--- src/rtl/brc_pkg.sv ---
// Shared types and constants for the branch resolver.
// Assumes the condition codes arrive packed as {N,Z,V,C}.
package brc_pkg;
    localparam int COND_W = 4;
    localparam int ICC_W  = 4;

    typedef struct packed {
        logic n;
        logic z;
        logic v;
        logic c;
    } brc_icc_t;

    // Base tests selected by selector bits 2:0 (bit 3 inverts).
    typedef enum logic [2:0] {
        BASE_NEVER = 3'b000,
        BASE_EQ    = 3'b001,
        BASE_LE    = 3'b010,
        BASE_LT    = 3'b011,
        BASE_LEU   = 3'b100,
        BASE_CS    = 3'b101,
        BASE_NEG   = 3'b110,
        BASE_VS    = 3'b111
    } brc_base_e;

    localparam logic [COND_W-1:0] COND_ALWAYS = 4'b1000;
endpackage

--- src/rtl/brc_capture.sv ---
// Input stage register for one branch bundle.
// Assumes the decode stage holds nothing: each bundle is sampled once.
module brc_capture
    import brc_pkg::*;
#(
    parameter int PC_W   = 32,
    parameter int DISP_W = 22
) (
    input  logic              clk,
    input  logic              rst_n,
    input  logic              d_valid,
    input  logic [COND_W-1:0] d_cond,
    input  logic              d_annul,
    input  logic [DISP_W-1:0] d_disp,
    input  logic [PC_W-1:0]   d_pc,
    input  logic [ICC_W-1:0]  d_icc,
    output logic              q_valid,
    output logic [COND_W-1:0] q_cond,
    output logic              q_annul,
    output logic [DISP_W-1:0] q_disp,
    output logic [PC_W-1:0]   q_pc,
    output brc_icc_t          q_icc
);
    // Capture the bundle on every edge; reset clears it.
    always_ff @(posedge clk) begin
        if (!rst_n) begin
            q_valid <= 1'b0;
            q_cond  <= '0;
            q_annul <= 1'b0;
            q_disp  <= '0;
            q_pc    <= '0;
            q_icc   <= '0;
        end else begin
            q_valid <= d_valid;
            q_cond  <= d_cond;
            q_annul <= d_annul;
            q_disp  <= d_disp;
            q_pc    <= d_pc;
            q_icc   <= brc_icc_t'(d_icc);
        end
    end
endmodule

--- src/rtl/brc_cond_eval.sv ---
// Evaluates a 4-bit branch condition against the integer condition codes.
// Bits 2:0 pick a base test and bit 3 inverts it. Purely combinational.
module brc_cond_eval
    import brc_pkg::*;
(
    input  logic [COND_W-1:0] cond,
    input  brc_icc_t          icc,
    output logic              holds
);
    logic base_hit;
    logic signed_lt;

    // Select the base test from the low selector bits.
    always_comb begin
        signed_lt = icc.n ^ icc.v;
        unique case (brc_base_e'(cond[2:0]))
            BASE_NEVER: base_hit = 1'b0;
            BASE_EQ:    base_hit = icc.z;
            BASE_LE:    base_hit = icc.z | signed_lt;
            BASE_LT:    base_hit = signed_lt;
            BASE_LEU:   base_hit = icc.c | icc.z;
            BASE_CS:    base_hit = icc.c;
            BASE_NEG:   base_hit = icc.n;
            BASE_VS:    base_hit = icc.v;
            default:    base_hit = 1'b0;
        endcase
    end

    // Apply the inversion bit.
    always_comb holds = base_hit ^ cond[3];
endmodule

--- src/rtl/brc_target_gen.sv ---
// Computes the branch target and the fall-through PC past the delay slot.
// Assumes PC_W >= DISP_W + 2; sums wrap modulo 2^PC_W.
module brc_target_gen #(
    parameter int PC_W   = 32,
    parameter int DISP_W = 22
) (
    input  logic [DISP_W-1:0] disp,
    input  logic [PC_W-1:0]   pc,
    output logic [PC_W-1:0]   target,
    output logic [PC_W-1:0]   fall_pc
);
    localparam int WORD_SH  = 2;
    localparam int EXT_W    = PC_W - DISP_W - WORD_SH;
    localparam logic [PC_W-1:0] SLOT_SKIP = PC_W'(8);

    logic [PC_W-1:0] offset;

    // Sign-extend the word displacement and scale it to bytes.
    generate
        if (EXT_W > 0) begin : g_ext
            always_comb offset = {{EXT_W{disp[DISP_W-1]}}, disp, {WORD_SH{1'b0}}};
        end else begin : g_noext
            always_comb offset = {disp, {WORD_SH{1'b0}}};
        end
    endgenerate

    // Form both candidate next addresses.
    always_comb begin
        target  = pc + offset;
        fall_pc = pc + SLOT_SKIP;
    end
endmodule

--- src/rtl/brc_unit.sv ---
// Branch resolver top: registers a branch bundle, then reports the taken
// decision, target, post-slot fetch PC and delay-slot squash one cycle later.
// Assumes one branch per cycle at most and a single delay slot.
module brc_unit
    import brc_pkg::*;
#(
    parameter int PC_W   = 32,
    parameter int DISP_W = 22
) (
    input  logic              clk,
    input  logic              rst_n,
    input  logic              in_valid,
    input  logic [3:0]        in_cond,
    input  logic              in_annul,
    input  logic [DISP_W-1:0] in_disp,
    input  logic [PC_W-1:0]   in_pc,
    input  logic [3:0]        in_icc,
    output logic              br_resolved,
    output logic              br_taken,
    output logic              slot_squash,
    output logic [PC_W-1:0]   br_target,
    output logic [PC_W-1:0]   next_pc
);
    logic              cap_valid;
    logic [COND_W-1:0] cap_cond;
    logic              cap_annul;
    logic [DISP_W-1:0] cap_disp;
    logic [PC_W-1:0]   cap_pc;
    brc_icc_t          cap_icc;
    logic              cond_holds;
    logic [PC_W-1:0]   tgt;
    logic [PC_W-1:0]   fall;
    logic              is_always;

    brc_capture #(.PC_W(PC_W), .DISP_W(DISP_W)) u_capture (
        .clk(clk), .rst_n(rst_n),
        .d_valid(in_valid), .d_cond(in_cond), .d_annul(in_annul),
        .d_disp(in_disp), .d_pc(in_pc), .d_icc(in_icc),
        .q_valid(cap_valid), .q_cond(cap_cond), .q_annul(cap_annul),
        .q_disp(cap_disp), .q_pc(cap_pc), .q_icc(cap_icc)
    );

    brc_cond_eval u_cond (
        .cond(cap_cond), .icc(cap_icc), .holds(cond_holds)
    );

    brc_target_gen #(.PC_W(PC_W), .DISP_W(DISP_W)) u_target (
        .disp(cap_disp), .pc(cap_pc), .target(tgt), .fall_pc(fall)
    );

    // Decide taken/squash; the unconditional branch with annul squashes its slot.
    always_comb begin
        is_always   = (cap_cond == COND_ALWAYS);
        br_resolved = cap_valid;
        br_taken    = cap_valid & cond_holds;
        slot_squash = cap_valid & cap_annul & (~cond_holds | is_always);
        br_target   = tgt;
        next_pc     = cond_holds ? tgt : fall;
    end
endmodule

--- config.mk ---
export PLATFORM = sky130hd
export DESIGN_NAME = brc_unit
export DESIGN_NICKNAME = d
export VERILOG_FILES = /design/src/rtl/brc_pkg.sv /design/src/rtl/brc_capture.sv /design/src/rtl/brc_cond_eval.sv /design/src/rtl/brc_target_gen.sv /design/src/rtl/brc_unit.sv
export SDC_FILE = /design/constraint.sdc
export NUM_CORES = 1
export LEC_CHECK = 0
export BUFFER_PORTS_ARGS = -buffer_cell sky130_fd_sc_hd__clkbuf_2
export CAP_MARGIN = 30
export CORE_ASPECT_RATIO = 0.75
export CORE_MARGIN = 2
export CORE_UTILIZATION = 30
export DETAILED_ROUTE_END_ITERATION = 10
export SYNTH_ARGS = -nofsm -noshare
export SYNTH_HDL_FRONTEND = slang
export SYNTH_SLANG_ARGS = --single-unit
export TNS_END_PERCENT = 50
--- constraint.sdc ---
create_clock -name clk -period 3.54 [get_ports clk]
set_input_delay 0.708 -clock clk [delete_from_list [all_inputs] [get_ports clk]]
set_output_delay 0.708 -clock clk [all_outputs]
set_load 0.005 [all_outputs]
==> qor.yml, run 1 <==
path_max_fanout: 3
finalPower_w: 0.002442
worstPathArrival_ps: 2980
slew_headroom_pct: 38.79
antenna_cells: 0
drt-pass1-iter-count: 4
synth_edf_count: 0
grt_usage_pct: 17.44
die_h_um: 107.1
yosys-top-cells-count: "and2_1 (66), dfxtp_1 (64), nand2_1 (51)"
cts_tree: "done"
synth_xor_area_share_pct: 11.76
area_growth_pct: 44.75
fmax_mhz: 270.9
max_cap_viol_count: 0
use_met2_pct: 27.25
grt_max_degree: 65
vias: 4163
grt_pass1_wl_um: 20750
synth_area_per_cell_um2: 8.327
place_hpwl_um: 10180
setup_slack_ps: -150.9
crit_slowest_cell: "dfxtp_2"
antenna_found_initial: 0
synth.most_common_cell: "and2_1"
tightest_slew_ps: 918.2
critPathTopFamily: "compound AO/OA/AOI/OAI gates"
routed_wl_um: 13140
ys_types: 57
critPathKind: "flop to primary output"
synth_cells: 511
grt_use_met3_pct: 3.082
htree_levels: 3
io_pins: 133
cts_buffers: 9
cts.sinks: 64
cp_cell_sequence: "ha_4, inv_2, fa_2, and2b_1, o2111ai_2, a31oi_4, a221oi_4, o211a_4, o31ai_4, xnor2_2, mux2_4, clkbuf_2"
ir_drop_v: 0.0002222
synthAdderAreaFrac_pct: 9.291
hold_violations: 0
die_area_um2: 15160
synth_compound_area_share_pct: 18.49
grt_pass1_vias: 4224
use_met1_pct: 23.99
muxShareOfSynthArea_pct: 2.352
status: "finished with violations"
cp_num_cells: 12
setup_viol_count_final: 10
routedWlPerCell_um: 15.40
cp_num_buf_inv: 2
synth_nets: 608
root_buffer: "clkbuf_16"
critPathLaunchType: "flop"
start_util_pct: 30.85
busiest_layer: "met2"
finalCritPeriodShare_pct: 104.3
fp-row-count: 37
overflow: 0
violations: "setup timing"
port_buffers: 132
max_stage_delay_ps: 340
ys_ff_latch: 64
fp.coreArea_um2: 13800
synth-simple-area-share_pct: 24.55
power_density_nw_per_um2: 396.5
synth_top_family_by_area: "simple AND/OR/NAND/NOR gates"
final_util_pct: 44.65
netlist.area_leader.share_pct: 30.11
drc: 0
synth_ff_type: "dfxtp_1"
nNetsFinal: 770
netlist_area_um2: 4255
ys_seq_area_share_pct: 30.11
drt_iter0_drc: 175
worstPathRequired_ps: 2830
worstHoldStart: "in_pc[0]"
post-route-min-period_ps: 3691
min_to: "u_capture.q_pc[0]"
leakage_nw: 2.871
clockBufferDepth: 2
hold_path_class: "input pin to flop"
synth-async-reset-ratio_pct: 0
ys_warn_count: 0
die_w_um: 141.5
post_drt_via_cell_ratio: 4.880
rsz0062_at_grt: "yes"
end_kind: "primary output"
antenna_left: 0
hold_depth: 2
finalWeightedCongestion: 0.8748
drv_slew: 0
cts.hold.buffers_added: 0
n_fill_cell: 1371
drive_gt1_share_pct: 40.12
netlist.top_cell.by_area: "dfxtp_1"
synth.area.top_cells: "dfxtp_1 (30%), and2_1 (9.7%), ha_1 (8.8%)"
clk_pin_slew_ps: 60
==> layout by cell type, fill, tap and decap left out, types with 16 or more instances in the layout <==
master	n
xnor2_1	26
o21ai_0	19
nand2_1	51
clkbuf_2	121
a21o_1	22
xor2_1	21
dfxtp_1	50
buf_4	39
and2_1	66
nor2_1	32
a21oi_1	17
ha_1	16
==> metal layers <==
metal | routed length, µm | up-vias
met5 | 0 | -
met4 | 240 | 0
met3 | 533 | 16
met2 | 5835 | 116
met1 | 6529 | 1924
li1 | - | 2107
==> worst max-delay path by stage <==
| stage | from | endpoint | slack, ps |
|---|---|---|---|
| 4_1_cts | u_capture.q_pc[2] | next_pc[24] | -220 |
| 6_report | u_capture.q_disp[0] | next_pc[24] | -150 |
| 3_5_place_dp | u_capture.q_pc[2] | next_pc[24] | -60 |
| 2_1_floorplan | u_capture.q_pc[2] | next_pc[24] | 300 |
| 3_3_place_gp | u_capture.q_pc[2] | next_pc[24] | -40 |
| 5_1_grt | u_capture.q_pc[2] | next_pc[30] | -310 |
==> flip-flops by register name, summed over array words and instances, names as in the netlist <==
register and flops:
u_capture.q_valid 1, u_capture.q_disp 22, u_capture.q_annul 1, u_capture.q_cond 4, u_capture.q_icc 4, u_capture.q_pc 32
==> what timing repair did <==
action	in CTS	in global routing
pin swaps	37	19
setup endpoints to repair	22	27
gates resized for setup	60	48
buffers inserted	17	5
==> cell families (layout without fill, tap and decap cells) <==
group	after synthesis	after routing
AOI/OAI and AO/OA	117	117
xor gates and xnor gates	55	55
and+or+nand+nor	201	201
DFF	64	64
adders and majority gates	31	31
buffers and inverters	35	202
muxes	8	8
==> metrics by stage <==
step	hold slack (ps)	setup TNS, ps	instances	area (µm²)	setup slack [ps]
6_report	580.9	-777.7	853	6160	-150.9
5_1_grt	575.5	-3344	853	6160	-310.6
4_1_cts	567.9	-1722	851	5924	-215.2
3_5_place_dp	916.4	-75.63	820	5221	-58.07
3_3_place_gp	915.2	-36.85	820	5221	-36.85
2_1_floorplan	829.7	0	511	4255	302.9
==> where the power goes <==
part	switching [W]	total, W	internal [W]	leakage [nW]
clock	0.000336	0.000974	0.000638	0.159
sequential	0.0000358	0.000797	0.000762	0.537
combinational	0.000341	0.000671	0.000331	2.17
total	0.000712	0.00244	0.00173	2.87
==> cell type report <==
class	instances	area (µm²)	share of cell area [%]
Inverter	12	45.04	0.7313
Clock buffer	10	239.0	3.880
Timing Repair Buffer	174	1012	16.43
Clock inverter	6	90.09	1.463
Multi-Input combinational cell	412	3253	52.81
Sequential cell	64	1301	21.13
Tap cell	175	219.0	3.555
Power figures use the tool's default switching activity.
==> inputs of run 2 (changes only) <==
--- a/config.mk
+++ b/config.mk
@@ -11,4 +11,5 @@
 export CORE_MARGIN = 2
 export CORE_UTILIZATION = 30
+export CTS_CLUSTER_SIZE = 8
 export DETAILED_ROUTE_END_ITERATION = 10
 export SYNTH_ARGS = -nofsm -noshare
==> constraint.sdc (replaced) <==
create_clock -name clk -period 3.54 [get_ports clk]
set_input_delay 0.708 -clock clk [delete_from_list [all_inputs] [get_ports clk]]
set_output_delay 0.708 -clock clk [all_outputs]
set_load 0.01 [all_outputs]
==> qor.yml, run 2 (synthesis gave the netlist of run 1 again) <==
fp.coreArea_um2: 13800  # unchanged
setup_viol_count_final: 15  # +5
hold_depth: 2  # unchanged
grt_pass1_wl_um: 20370  # -1.8%
worstHoldStart: "in_pc[0]"
drc: 0  # unchanged
power_density_nw_per_um2: 395.3  # -0.31%
drv_slew: 0  # unchanged
busiest_layer: "met2"
finalWeightedCongestion: 0.8802  # +0.62%
post-route-min-period_ps: 3767  # +75.87 ps
largest_reg_flops: 32  # unchanged
cts_tree: "done"
slew_headroom_pct: 53.74  # +15 points
cts_buffers: 9  # unchanged
end_kind: "primary output"
critPathTopFamily: "compound AO/OA/AOI/OAI gates"
nNetsFinal: 768  # -0.26%
cts.sinks: 64  # unchanged
final_util_pct: 44.31  # -0.34 points
root_buffer: "clkbuf_16"
overflow: 0  # unchanged
hold_path_class: "input pin to flop"
routed_wl_um: 13200  # +0.49%
post_drt_via_cell_ratio: 4.912  # +0.64%
grt_use_met3_pct: 3.484  # +0.40 points
largest_register: "u_capture.q_pc"
drt_iter0_drc: 195  # +11%
final_cells: 850  # -0.35%
routedWlPerCell_um: 15.53  # +0.84%
fmax_mhz: 265.5  # -2.0%
start_util_pct: 30.85  # unchanged
max_stage_delay_ps: 350  # about the same
tightest_slew_ps: 688.6  # -229.5 ps
cp_num_buf_inv: 2  # unchanged
final_common_cell: "clkbuf_2"
finalCritPeriodShare_pct: 106.4  # +2.1 points
die_h_um: 107.1  # unchanged
area_growth_pct: 43.66
drt-pass1-iter-count: 4  # unchanged
cp_cell_sequence: "ha_4, inv_2, fa_2, and2b_2, o2111ai_4, a31oi_4, a221oi_2, o211a_1, o31ai_2, xnor2_1, mux2_4, clkbuf_2"
ir_drop_v: 0.0002249  # +1.2%
worstPathRequired_ps: 2830  # about the same
grt_usage_pct: 17.31  # -0.13 points
antenna_cells: 0  # unchanged
antenna_left: 0  # unchanged
layout_common_cells: "clkbuf_2 (118), and2_1 (66), dfxtp_1 (54), nand2_1 (51), buf_4 (37)"
use_met2_pct: 26.56  # -0.69 points
drive_gt1_share_pct: 38.67  # -1.5 points
rsz0062_at_grt: "yes"
leakage_nw: 2.828  # -1.5%
grt_max_degree: 65  # unchanged
place_hpwl_um: 10220  # +0.36%
port_buffers: 132  # unchanged
status: "finished with violations"
holdWs_ps: 573.6  # -7.241 ps
setup_slack_ps: -226.8  # -75.87 ps
pre_cts_ws_ps: -92.24  # -34.16 ps
die_area_um2: 15160  # unchanged
htree_levels: 3  # unchanged
clockBufferDepth: 2  # unchanged
critPathLaunchType: "flop"
max_cap_viol_count: 0  # unchanged
die_w_um: 141.5  # unchanged
crit_slowest_cell: "dfxtp_2"
placed_cells_incl_taps: 823  # +0.37%
antenna_found_initial: 0  # unchanged
critPathKind: "flop to primary output"
hold_violations: 0  # unchanged
path_max_fanout: 3  # unchanged
min_to: "u_capture.q_pc[0]"
fp-row-count: 37  # unchanged
use_met1_pct: 23.92  # -0.069 points
largestRegisters: "u_capture.q_pc x32, u_capture.q_disp x22"
worstPathArrival_ps: 3060  # +80 ps
clk_pin_slew_ps: 60  # about the same
cp-startpoint: "u_capture.q_pc[2]"
violations: "setup timing"
grt_pass1_vias: 4019  # -4.9%
io_pins: 133  # unchanged
vias: 4175  # +0.29%
==> run 2: cell types whose count changed in the layout (fill, tap and decap cells not counted), sizes merged <==
cell,delta
buf,+1
bufinv,-1
clkbuf,-4
clkinv,-1
clkinvlp,+2
==> run 2: where the power goes <==
| part | total (W) | internal (W) | switching, W | leakage [nW] |
|---|---|---|---|---|
| sequential | 0.000797 | 0.000761 | 0.0000361 | 0.536 |
| clock | 0.000892 | 0.000544 | 0.000348 | 0.134 |
| combinational | 0.000727 | 0.000339 | 0.000388 | 2.16 |
| total | 0.00242 | 0.00164 | 0.000772 | 2.83 |
==> run 2: through the flow <==
step / instance area (µm²) / setup TNS, ps / total power [W]
floorplan: 4255 / 0 / 0.001171
global placement: 5244 / -42.93 / 0.001428
detailed placement: 5244 / -160.0 / 0.001432
CTS: 5866 / -2416 / 0.002395
global route: 6113 / -3880 / 0.002531
finish: 6113 / -1770 / 0.002417
==> run 2: what timing repair did <==
| item | in CTS | in global routing |
|---|---|---|
| hold buffers | 0 | 0 |
| setup endpoints to repair | 27 | 29 |
| pin swaps | 31 | 24 |
| setup buffers | 9 | 4 |
| gates resized for setup | 55 | 49 |
==> run 2: area by class of cell <==
| class | count | area, µm² |
|---|---|---|
| inverter | 12 | 45.04 |
| fill | 1395 | 7682 |
| tap | 175 | 219.0 |
| clock buffer | 9 | 225.2 |
| multi-input combinational | 412 | 3239 |
| clock inverter | 6 | 70.07 |
| timing repair buffer | 172 | 1018 |
| sequential | 64 | 1296 |
==> run 2: worst max path at each step <==
stage	to	slack, ps	cells past startpoint
6_report	next_pc[24]	-230	12
5_1_grt	next_pc[24]	-350	12
4_1_cts	next_pc[24]	-250	12
3_5_place_dp	next_pc[24]	-90	12
3_3_place_gp	next_pc[24]	-40	12
2_1_floorplan	next_pc[24]	230	11
==> run 2: layer usage <==
layer	up-vias	share of wire, %
li1	2103	-
met1	1929	49
met2	117	44
met3	26	4.7
met4	0	2.5
met5	-	0
